## src/rtl/sad_pkg.sv

```systemverilog
package sad_pkg;

    // Four shared comparison wires of one bit position, named by
    // (row constant at this bit, row constant at the bit below)
    typedef struct packed {
        logic l0p0;
        logic l0p1;
        logic l1p0;
        logic l1p1;
    } sad_term_t;

    // Pick the wire that matches a row's constant pair
    function automatic logic sad_pick(input sad_term_t t, input logic l_cur, input logic l_prev);
        logic r;
        unique case ({l_cur, l_prev})
            2'b00:   r = t.l0p0;
            2'b01:   r = t.l0p1;
            2'b10:   r = t.l1p0;
            default: r = t.l1p1;
        endcase
        return r;
    endfunction

endpackage

```

## src/rtl/sad_terms.sv

```systemverilog
module sad_terms
    import sad_pkg::*;
#(
    parameter int IDX_W = 10
) (
    input  logic [IDX_W:0] fa,    // operand field, lowest element is the dropped sum bit
    input  logic [IDX_W:0] fb,
    output sad_term_t      terms [IDX_W]
);

    for (genvar j = 0; j < IDX_W; j++) begin : g_bit
        logic half_sum;   // sum bit with a zero constant
        logic cy_and;     // carry from the bit below, its constant zero
        logic cy_or;      // carry from the bit below, its constant one

        assign half_sum = fa[j+1] ^ fb[j+1];
        assign cy_and   = fa[j] & fb[j];
        assign cy_or    = fa[j] | fb[j];

        assign terms[j].l0p0 = half_sum ^ cy_and;
        assign terms[j].l0p1 = half_sum ^ cy_or;
        assign terms[j].l1p0 = ~(half_sum ^ cy_and);
        assign terms[j].l1p1 = ~(half_sum ^ cy_or);
    end

endmodule

```

## src/rtl/sad_row.sv

```systemverilog
module sad_row
    import sad_pkg::*;
#(
    parameter int IDX_W = 10,
    parameter int ROW   = 0
) (
    input  sad_term_t terms [IDX_W],
    output logic      hit
);

    // Row constant is the complement of the row number; the bit under
    // the compared field carries a zero constant
    localparam logic [IDX_W-1:0] ROW_BITS = ROW[IDX_W-1:0];
    localparam logic [IDX_W:0]   L_VEC    = {~ROW_BITS, 1'b0};

    logic [IDX_W-1:0] picks;

    always_comb begin
        for (int j = 0; j < IDX_W; j++) begin
            picks[j] = sad_pick(terms[j], L_VEC[j+1], L_VEC[j]);
        end
    end

    assign hit = &picks;

endmodule

```

## src/rtl/sad_out_stage.sv

```systemverilog
module sad_out_stage #(
    parameter int W       = 1024,
    parameter bit REG_OUT = 1'b1
) (
    input  logic         clk,
    input  logic         rst_n,
    input  logic [W-1:0] d,
    output logic [W-1:0] q
);

    if (REG_OUT) begin : g_reg
        always_ff @(posedge clk or negedge rst_n) begin
            if (!rst_n) q <= '0;
            else        q <= d;
        end
    end else begin : g_pass
        logic unused_ctl;
        assign unused_ctl = clk ^ rst_n;
        assign q = d;
    end

endmodule

```

## src/rtl/sad_decoder.sv

```systemverilog
module sad_decoder
    import sad_pkg::*;
#(
    parameter int LO_BIT  = 3,
    parameter int IDX_W   = 10,
    parameter bit REG_OUT = 1'b1
) (
    input  logic                           clk,
    input  logic                           rst_n,
    input  logic [LO_BIT+IDX_W:0]          op_a,
    input  logic [LO_BIT+IDX_W:0]          op_b,
    output logic [(1<<IDX_W)-1:0]          wl
);

    localparam int OP_W = LO_BIT + IDX_W + 1;
    localparam int ROWS = 1 << IDX_W;

    sad_term_t        terms [IDX_W];
    logic [ROWS-1:0]  row_hit;
    logic             unused_low;

    assign unused_low = ^{op_a[LO_BIT-1:0], op_b[LO_BIT-1:0]};

    sad_terms #(.IDX_W(IDX_W)) u_terms (
        .fa    (op_a[OP_W-1:LO_BIT]),
        .fb    (op_b[OP_W-1:LO_BIT]),
        .terms (terms)
    );

    for (genvar r = 0; r < ROWS; r++) begin : g_row
        sad_row #(.IDX_W(IDX_W), .ROW(r)) u_row (
            .terms (terms),
            .hit   (row_hit[r])
        );
    end

    sad_out_stage #(.W(ROWS), .REG_OUT(REG_OUT)) u_out (
        .clk   (clk),
        .rst_n (rst_n),
        .d     (row_hit),
        .q     (wl)
    );

endmodule

```

## config.mk

```make
export PLATFORM = sky130hd
export DESIGN_NAME = sad_decoder
export DESIGN_NICKNAME = d
export VERILOG_FILES = /design/src/rtl/sad_pkg.sv /design/src/rtl/sad_terms.sv /design/src/rtl/sad_row.sv /design/src/rtl/sad_out_stage.sv /design/src/rtl/sad_decoder.sv
export SDC_FILE = /design/constraint.sdc
export NUM_CORES = 1
export LEC_CHECK = 0
export BUFFER_PORTS_ARGS = -buffer_cell sky130_fd_sc_hd__buf_2
export CAP_MARGIN = 40
export CORE_AREA = 2 2 408 410
export CTS_CLUSTER_DIAMETER = 40
export DETAILED_ROUTE_END_ITERATION = 6
export DIE_AREA = 0 0 410 412
export HOLD_SLACK_MARGIN = 0.12
export PLACE_DENSITY = 0.43
export SYNTH_ARGS = -nofsm -noshare
export SYNTH_HDL_FRONTEND = slang
export SYNTH_SLANG_ARGS = --single-unit
export TNS_END_PERCENT = 20
```

## constraint.sdc

```tcl
create_clock -name clk -period 0.8 [get_ports clk]
set_clock_uncertainty 0.05 [all_clocks]
set_input_delay 0.04 -clock clk [delete_from_list [all_inputs] [get_ports clk]]
set_output_delay 0.04 -clock clk [all_outputs]
set_load 0.02 [all_outputs]
```

Yosys cells after proc, flatten, opt, wreduce, memory -nomap -nowiden --
Index checks and enable logic that the tools add are counted.
Cells by class: bitwise gates (word level) 67, reduce and logical (&&, ||, !) cells 1024
Operators by type and width (count):
- 10-bit AND reduction | 1024
- 1-bit bitwise XOR | 29
- 1-bit inverter | 19
- 1-bit AND | 10
- 1-bit OR | 9
Word-level totals: register bits after elaboration 1024, output and inout port bits 1024, bits of input ports 30

Logic depth before layout (Yosys ltp) --
Gate-level depths: netlist (run 1).
depth in word-level cells 4, gate-level depth with buffers 8

Cells and area by module --
Synthesis (run 1) repeated with hierarchy kept, for this count alone.
Second synthesis, totals: cells, all modules 5200, area, all modules 53118.4 um^2
Modules (own cells, without submodules):
- sad_row | seq. area each 0.0 um^2, instances 1024, area an instance 26.3 um^2, cells each 4
- sad_out_stage | seq. area each 25624.6 um^2, instances 1, area an instance 25624.6 um^2, cells each 1024
- sad_terms | seq. area each 0.0 um^2, instances 1, area an instance 588.1 um^2, cells each 80

Worst setup path before layout (run 1) --
No wires, ideal clock.
kind input-to-reg, start point input port op_a[5], end point register u_out.q[770], required time 0.648 ns, arrival time 1.725 ns, setup time 0.102 ns, setup slack -1.077 ns, stages on the path 7, path buffers 2, cells stage by stage inv_1 ha_1 xnor2_1 buf_6 buf_4 nand2_1 nor4_1
Between the ends: word-level cells in the longest chain between the ends 4, elaborated cells between the ends (all ways) 6, those cells by class 5 x bitwise; 1 x reduce/logical
Ends and longest elaborated chain:
- from (decl) | RTL line sad_decoder.sv:10 | input logic [LO_BIT+IDX_W:0] op_a,
- 1-bit AND | RTL line sad_terms.sv:17 | assign cy_and = fa[j] & fb[j];
- 1-bit bitwise XOR | RTL line sad_terms.sv:22 | assign terms[j].l1p0 = ~(half_sum ^ cy_and);
- 1-bit inverter | RTL line sad_terms.sv:22
- 10-bit AND reduction * | RTL line sad_row.sv:24 | assign hit = &picks;
- via g_row[770].u_row.hit | RTL line sad_row.sv:8 | output logic hit
- to (signal assigned) | RTL line sad_out_stage.sv:13 | if (!rst_n) q <= '0;
- to (signal assigned) | RTL line sad_out_stage.sv:14 | else q <= d;
- to (decl) | RTL line sad_out_stage.sv:8 | output logic [W-1:0] q
The timed path passes the listed nets; every way through them passes the cells marked *.

Worst setup path in the final report (run 1) --
start point register u_out.q[335], end point output port wl[335]
RTL lines:
- to (decl) | RTL line sad_decoder.sv:12 | output logic [(1<<IDX_W)-1:0] wl
No word-level cell between the ends.

==> impl_metrics.csv, run 1 <==
group,metric,value,unit
outcome,status,"complete, but fails checks",
outcome,failed_checks,"hold timing, setup timing",
clock_network,root_buffer,"clkbuf_16",
routing,ant_nets,0,
routing,wirelength,251000,um
global_routing,grt.total_usage,0.288,
pwr,power,156,mW
placed_design,dpl.hpwl,189000,um
placed_design,io_buffers,1047,
placed_design,preCtsSetupSlack,-1.73,ns
critical_path,crit_path_cell_trace,"buf_6",
clock_network,cts_tree,"done",
synth,synth_cell_types,30,
timing,min_period,1.55,ns
routing,wl_per_cell,36.2,um
critical_path,worstPathArrival,1.46,ns
timing,fin_hold_ws,-0.526,ns
timing,rsz0062_at_grt,"yes",
timing,fin_crit_sh,1.94,
routing,drt-initial-drc-count,2987,
global_routing,grt_pass1_wl,325000,um
clock_network,numCtsBuffers,156,
routing,drt_pass1_iterations,5,
die,boundaryPins,1054,
critical_path,worst-path-buf-inv,1,
critical_path,cpPeakStageDelay,0.48,ns
global_routing,antenna_found_initial,17,
timing,fin_setup_tns,-1066.79,ns
timing,slew_viol_final,0,
die,die_width,410,um
clock_network,cts_sinks,1024,
layout,final_util,0.389,
clock_network,clk_pin_slew_worst_paths,0.06,ns
synth,synth_top_area_share,0.734,
synth,synthTopCellsByArea,"dfrtp_1, nor3_1, nor4_1",
layout,largest_reg_flops,1024,
pwr,p_per_area,2450,nW/um2
hold_path,hold_class,"in2async",
timing,tightest_slew,0.653,ns
timing,setup_viol,2367,
critical_path,critPathRequiredTime,0.71,ns
critical_path,end_kind,"output pin",
routing,route.detailed.drc,0,
pwr,peakVddDrop,0.00190,V
critical_path,crit_family,"flip-flops",
synth,avgSynthCellArea,12.8,um2
timing,relSlewSlack,0.563,
layout,reg.largest.list,"u_out.q x1024",
flow_run,max-cap-violations,0,
critical_path,crit_type,"reg2out",
global_routing,grt_pass1_vias,33945,
layout,regMostFlops,"u_out.q",
layout,fin_nets,4655,
global_routing,grt_max_degree,72,
timing,layout_setup_ws,-0.753,ns
synth,post_synth_instance_area,34900,um2
critical_path,crit_fanout,1,
timing,fmaxAchievable,644,MHz
layout,drive_above_1_share,0.524,
synth,synth_cells,2739,
synth,yosys.area.top_type,"dfrtp_1",
clock_network,cts.path.max_buffers,3,
placed_design,place.gp.congestion,0.889,
routing,vias,33840,
timing,hold_viol_final,471,
synth,synth_nets,2787,
die,die-height,412,um
global_routing,overflow,0,
die,start_util,0.213,
pwr,p_leak,30.4,nW
layout,area_growth,82.7,%
critical_path,critPathLaunch,"u_out.q[335]",
critical_path,cp-start-kind,"register",
synth,synth-seq-cells,1024,
die,row_count,149,
clock_network,postCtsHoldBufs,25,
synth,ys_seq_area_frac,0.734,
die,die-area,169000,um2
routing,viasPerCell,4.88,
clock_network,cts-htree-levels,4,
synth,yosysWarnings,0,
critical_path,cpMaxStageDelayCell,"dfrtp_2",
die,core,164000,um2
## cells in the mapped netlist, drive strengths merged
library cell and instances:
nor3 655, nand4 150, nor4 369, dfrtp 1024, clkbuf 206, o2111ai 4, nand3 74, xor2 16
o211ai 13, xnor2 16, inv 18, buf 90, a21boi 1, nor2 1, xor3 2, nand2 69
o21ai 8, nand3b 1, and3b 1, a21bo 1, xnor3 2, ha 18
## cells in the final DEF, fill, tap and decap left out, types with 13 or more instances in the layout
cell,count
buf_12,276
nor3_2,65
nand4_1,140
clkbuf_1,16
nand3_4,14
buf_4,638
buf_2,434
o211ai_1,13
xor2_4,16
clkbuf_8,16
clkinv_4,17
inv_6,28
nand3_1,49
dfrtp_2,14
clkinv_2,19
buf_6,623
bufinv_16,14
clkbuf_16,159
dlygate4sd3_1,20
nor3_1,585
xnor2_4,15
nor4_1,359
dfrtp_1,1010
nand2_1,54
## kinds of logic after synthesis
logic type / after synthesis / share of synthesized area
flops: 1024 / 0.734
compound gates: 27 / 0.00544
fa+ha+maj: 18 / 0.00645
simple gates: 1320 / 0.207
xor+xnor: 36 / 0.0111
buf+inv: 314 / 0.0361
## cell type report
cell class | count | area (um2)
inverter | 18 | 190
antenna | 6 | 15.0
multi-input combinational | 1401 | 9770
tap | 2189 | 2740
timing repair buffer | 2006 | 20000
sequential | 1024 | 25600
clock inverter | 100 | 1250
clock buffer | 188 | 4180
fill | 15732 | 100000
## routing by layer
| layer | track usage | share of wire | vias up |
|---|---|---|---|
| li1 | - | - | 13848 |
| met1 | 0.366 | 0.41 | 17880 |
| met2 | 0.457 | 0.46 | 1694 |
| met3 | 0.101 | 0.090 | 408 |
| met4 | 0.0929 | 0.038 | 10 |
| met5 | 0 | 0.00024 | - |
## power by group
part | switching (mW) | internal [mW] | total (mW)
clock | 27.9 | 42.8 | 70.7
sequential | 0.0782 | 52.0 | 52.1
combinational | 21.1 | 12.5 | 33.6
total | 49.1 | 107 | 156
## worst paths after layout
check,end,slack (ns),cells past startpoint
setup / recovery,wl[335],-0.75,1
hold / removal,u_out.q[77],-0.53,5
max in group asynchronous,u_out.q[375],-0.30,7
min in group clk,u_out.q[508],-0.11,5
## metrics by stage
step	hold WS (ns)	std cells	cell area (um2)
after global routing	-0.542	6928	63800
after detailed placement	0.0884	6541	53000
final	-0.526	6932	63800
after CTS	-0.580	6901	62100
after global placement	0.0831	6540	53000
after floorplan	-0.306	2739	37300
## repair_timing
action	in CTS	in global routing
hold endpoints to repair	1263	594
setup buffers	44	23
pin swaps	21	10
gates cloned	3	3
endpoints found under the setup margin	2048	2452
gates resized for setup	877	519
Power figures use the tool's default switching activity.
==> run 2, diff against run 1 <==
Settings changed: ABC_AREA set to 1, CORE_AREA 2 2 408 410 to 2 2 413 415, DIE_AREA 0 0 410 412 to 0 0 415 417.
==> impl_metrics.csv, run 2 <==
group,metric,value,unit
outcome,status,"complete, but fails checks",
outcome,failed_checks,"DRC, hold timing, setup timing",
placed_design,dp_cells,7344,
layout,fin_nets,5390,
synth,yosys-top-cells-count,"dfrtp_1, nor2_1, nand2_1, nand3_1, nor3_1",
critical_path,path_depth,1,
clock_network,cts_tree,"done",
global_routing,grt_pass1_vias,35472,
timing,slew_viol_final,0,
synth,synth_nets,3384,
clock_network,cts.path.max_buffers,3,
global_routing,grt.total_usage,0.276,
clock_network,numCtsBuffers,165,
synth,post_synth_instance_area,35800,um2
flow_run,max-cap-violations,0,
die,row_count,151,
global_routing,grt_pass1_wl,321000,um
critical_path,cpPeakStageDelay,0.47,ns
layout,area_growth,77.9,%
synth,synth_compound_area_frac,0,
global_routing,grt_max_degree,39,
timing,fin_setup_tns,-941.56,ns
layout,largest_reg_flops,1024,
timing,tightest_slew,0.709,ns
timing,hold_viol_final,131,
synth,synth_edf_count,0,
timing,relSlewSlack,0.526,
layout,mostFrequentLayoutCells,"dfrtp_1, nor2_1, buf_4, buf_6, buf_2",
synth,synth_simple_gate_area_frac,0.247,
routing,vias,34231,
die,die_width,415,um
critical_path,cpMaxStageDelayCell,"dfrtp_2",
placed_design,io_buffers,1047,
synth,synth_top_area_share,0.715,
timing,rsz0062_at_grt,"yes",
synth,synthAdderAreaFrac,0.00628,
clock_network,root_buffer,"clkbuf_16",
routing,viasPerCell,4.45,
routing,drt_pass1_iterations,7,
hold_path,hold_class,"in2async",
placed_design,dpl.hpwl,200000,um
clock_network,cts_sinks,1024,
clock_network,clk_pin_slew_worst_paths,0.06,ns
timing,fmaxAchievable,640,MHz
global_routing,overflow,0,
global_routing,antenna_found_initial,14,
timing,fin_hold_ws,-0.146,ns
clock_network,cts-htree-levels,4,
critical_path,crit_type,"reg2out",
routing,route.detailed.drc,4,
synth,yosys-mux-area-fraction,0,
critical_path,end_kind,"output pin",
layout,final_cells,7698,
clock_network,postCtsHoldBufs,1,
pwr,p_leak,31.5,nW
timing,fin_crit_sh,1.95,
pwr,peakVddDrop,0.00249,V
synth,synthArstFlopShare,1.00,
pwr,p_per_area,2420,nW/um2
die,die-area,173000,um2
synth,synth-seq-cells,1024,
routing,ant_nets,0,
synth,synthFlopType,"dfrtp_1",
synth,synth_top_family_by_area,"simple AND/OR/NAND/NOR gates",
critical_path,crit_fanout,1,
synth,yosys.area_share.xor_xnor,0,
layout,regMostFlops,"u_out.q",
layout,num-fill-cells,16823,
synth,ys_seq_area_frac,0.715,
die,boundaryPins,1054,
synth,yosysWarnings,0,
routing,wl_per_cell,31.7,um
die,core,169000,um2
routing,drt-initial-drc-count,2717,
synth,synth.most_common_cell,"dfrtp_1",
layout,drive_above_1_share,0.488,
timing,setup_viol,2048,
critical_path,crit_path_cell_trace,"buf_6",
critical_path,crit_family,"flip-flops",
synth,synth_cell_types,24,
layout,final_common_cell,"dfrtp_1",
die,die-height,417,um
critical_path,worst-path-buf-inv,1,
synth,avgSynthCellArea,10.7,um2
synth,synth_cells,3336,
synth,yosys.area.top_type,"dfrtp_1",
critical_path,critPathRequiredTime,0.71,ns
critical_path,cp-start-kind,"register",
die,start_util,0.213,
timing,min_period,1.56,ns
layout,reg.largest.list,"u_out.q x1024",
synth,synthTopCellsByArea,"dfrtp_1, nor2_1, nand2_1",
critical_path,worstPathArrival,1.47,ns
routing,wirelength,244000,um
placed_design,place.gp.congestion,0.943,
timing,layout_setup_ws,-0.764,ns
[run 2: cell count changes after synthesis, sizes merged, moves of 158 or more]
| cell | before | now |
|---|---|---|
| clkbuf | 206 | 9 |
| nor4 | 369 | 0 |
| nand3 | 74 | 232 |
| nand2 | 69 | 573 |
| nor3 | 655 | 172 |
| nor2 | 1 | 1068 |
[run 2: final cells by class]
cell class / count / area, um2 / share of cell area
clock buffer: 193 / 4410 / 0.0691
inverter: 110 / 524 / 0.00823
multi-input combinational: 2082 / 10700 / 0.167
tap: 2218 / 2780 / 0.0435
timing repair buffer: 1959 / 18200 / 0.286
sequential: 1024 / 25700 / 0.403
antenna: 1 / 2.50 / 0.0000393
clock inverter: 111 / 1460 / 0.0229
[run 2: how the worst max path moves through the flow]
stage	start	endpoint	slack, ns
final	u_out.q[910]	wl[910]	-0.76
after global routing	u_out.q[910]	wl[910]	-0.80
after CTS	u_out.q[910]	wl[910]	-0.82
after detailed placement	op_b[6]	u_out.q[217]	-1.55
after global placement	op_a[12]	u_out.q[793]	-1.56
after floorplan	op_a[9]	u_out.q[365]	-0.50
[run 2: timing repair]
action                                  4_1_cts  5_1_grt
endpoints found under the setup margin     2048     2048
cloned                                        0        2
endpoints found under the hold margin      1275      275
resized for setup                           840      484
pin swaps                                     0       31
buffers inserted                              0       48
[run 2: per-stage QoR]
step / hold WS (ns) / util / cell area, um2 / power [mW] / worst slack (ns)
floorplan: -0.306 / - / 37600 / 61.3 / -0.505
global placement: 0.0962 / 0.317 / 53400 / 78.3 / -1.56
detailed placement: 0.114 / 0.317 / 53400 / 78.2 / -1.55
CTS: -0.178 / 0.367 / 61900 / 154 / -0.816
global route: -0.156 / 0.378 / 63700 / 158 / -0.803
finish: -0.146 / 0.378 / 63700 / 154 / -0.764
[run 2: cell families after synthesis]
kind of cell,Yosys count
adders and majority gates,18
DFF,1024
and+or+nand+nor,2063
buffers and inverters,231
[run 2: worst min-delay path, stage by stage]
cell and delay (ns):
dlygate4sd3_1 0.57, buf_8 0.22, buf_4 0.24
[run 2: routing by layer]
| metal | routed length, um | track usage |
|---|---|---|
| met5 | 98 | 0 |
| met4 | 15800 | 0.152 |
| met3 | 15600 | 0.0646 |
| met2 | 118000 | 0.459 |
| met1 | 94900 | 0.328 |
[run 2: report_power, final]
group / total, mW / switching, mW / internal (mW)
sequential: 52.1 / 0.0943 / 52.0
combinational: 26.8 / 16.6 / 10.2
clock: 75.4 / 28.5 / 46.8
total: 154 / 45.3 / 109
==> run 3, diff against run 2 <==
Settings changed: CTS_BUF_LIST set to sky130_fd_sc_hd__clkbuf_4 sky130_fd_sc_hd__clkbuf_8, RECOVER_POWER set to 25, TNS_END_PERCENT 20 to 5.
==> impl_metrics.csv, run 3 (same netlist as run 2, synthesis figures left out) <==
group,metric,value,unit
placed_design,io_buffers,1047,
global_routing,grt.total_usage,0.273,
timing,setup_viol,2864,
outcome,failed_checks,"hold timing, setup timing",
routing,route.detailed.drc,0,
hold_path,hold_depth,6,
clock_network,postCtsHoldBufs,1,
critical_path,cpPeakStageDelay,0.47,ns
die,die-area,173000,um2
layout,regMostFlops,"u_out.q",
die,die_width,415,um
die,core,169000,um2
clock_network,post_cts_buffers,0,
global_routing,grt_pass1_wl,317000,um
layout,final_cells,7681,
timing,relSlewSlack,0.418,
timing,fin_crit_sh,2.16,
clock_network,cts.path.max_buffers,3,
pwr,peakVddDrop,0.00192,V
layout,mostFrequentLayoutCells,"dfrtp_1, nor2_1, buf_4, buf_2, buf_6",
timing,fin_setup_tns,-1217.32,ns
die,start_util,0.213,
timing,slew_viol_final,0,
layout,final_util,0.360,
critical_path,crit_path_cell_trace,"buf_6",
flow_run,max-cap-violations,0,
critical_path,crit_family,"flip-flops",
critical_path,cp-start-kind,"register",
layout,final_common_cell,"dfrtp_1",
pwr,p_per_area,2230,nW/um2
timing,layout_setup_ws,-0.928,ns
critical_path,crit_fanout,1,
clock_network,cts_sinks,1024,
placed_design,place_area,53200,um2
critical_path,worst-path-buf-inv,1,
clock_network,cts_tree,"done",
layout,largest_reg_flops,1024,
timing,rsz0062_at_grt,"yes",
die,die-height,417,um
outcome,status,"complete, but fails checks",
critical_path,path_depth,1,
die,boundaryPins,1054,
routing,ant_nets,0,
timing,tightest_slew,0.873,ns
critical_path,crit_type,"reg2out",
die,row_count,151,
clock_network,clk_pin_slew_worst_paths,0.06,ns
timing,fin_hold_ws,-0.246,ns
routing,wl_per_cell,31.3,um
critical_path,critPathRequiredTime,0.71,ns
layout,fin_area,60600,um2
layout,num-fill-cells,17197,
layout,reg.largest.list,"u_out.q x1024",
clock_network,numCtsBuffers,196,
global_routing,overflow,0,
placed_design,dpl.hpwl,197000,um
placed_design,place.gp.congestion,0.937,
routing,viasPerCell,4.40,
clock_network,root_buffer,"clkbuf_8",
routing,wirelength,241000,um
clock_network,cts-htree-levels,4,
critical_path,worstPathArrival,1.64,ns
placed_design,dp_cells,7317,
routing,drt-initial-drc-count,2826,
critical_path,end_kind,"output pin",
timing,fmaxAchievable,579,MHz
pwr,power,135,mW
layout,fin_nets,5347,
global_routing,grt_pass1_vias,35271,
timing,min_period,1.73,ns
critical_path,cpMaxStageDelayCell,"dfrtp_2",
global_routing,grt_max_degree,84,
pwr,p_leak,30.3,nW
global_routing,antenna_found_initial,20,
routing,vias,33771,
timing,hold_viol_final,230,
layout,area_growth,69.1,%
layout,drive_above_1_share,0.477,
routing,drt_pass1_iterations,6,
hold_path,hold_class,"in2reg",
## run 3: timing repair
action	CTS	global route
hold endpoints to repair	2017	1002
gates resized for setup	632	361
setup endpoints to repair	1903	2041
## run 3: final timing paths
path                              start      endpoint  slack [ns]
setup / recovery           u_out.q[732]       wl[732]       -0.93
hold / removal                  op_b[3]    u_out.q[7]       -0.25
max in group asynchronous         rst_n  u_out.q[942]       -0.55
min in group asynchronous         rst_n  u_out.q[166]       -0.04
## run 3: where the power goes
group	leakage, nW	switching (mW)	internal (mW)
clock	2.26	24.7	32.9
combinational	13.8	16.2	9.34
sequential	14.3	0.0914	52.0
total	30.3	40.9	94.2
## run 3: cell type report
cell class                 instances  area (um2)  area share
multi-input combinational       2081       10200       0.169
timing repair buffer            1886       17100       0.281
clock buffer                     281        3570      0.0590
clock inverter                    73         822      0.0136
antenna                            8        20.0    0.000330
sequential                      1024       25700       0.423
tap                             2218        2780      0.0458
inverter                         110         478     0.00789
## run 3: per-stage QoR
step | hold WS, ns | setup WS [ns]
finish | -0.246 | -0.928
global route | -0.318 | -0.994
CTS | -0.347 | -1.03
detailed placement | 0.0713 | -1.71
global placement | 0.0742 | -1.76
floorplan | -0.306 | -0.505
## run 3: layer usage
metal / vias to the layer above / track usage / share of wire
met5: - / 0 / 0.00029
met1: 17306 / 0.321 / 0.39
met4: 10 / 0.154 / 0.063
met3: 496 / 0.0710 / 0.065
met2: 1532 / 0.453 / 0.48
li1: 14427 / - / -
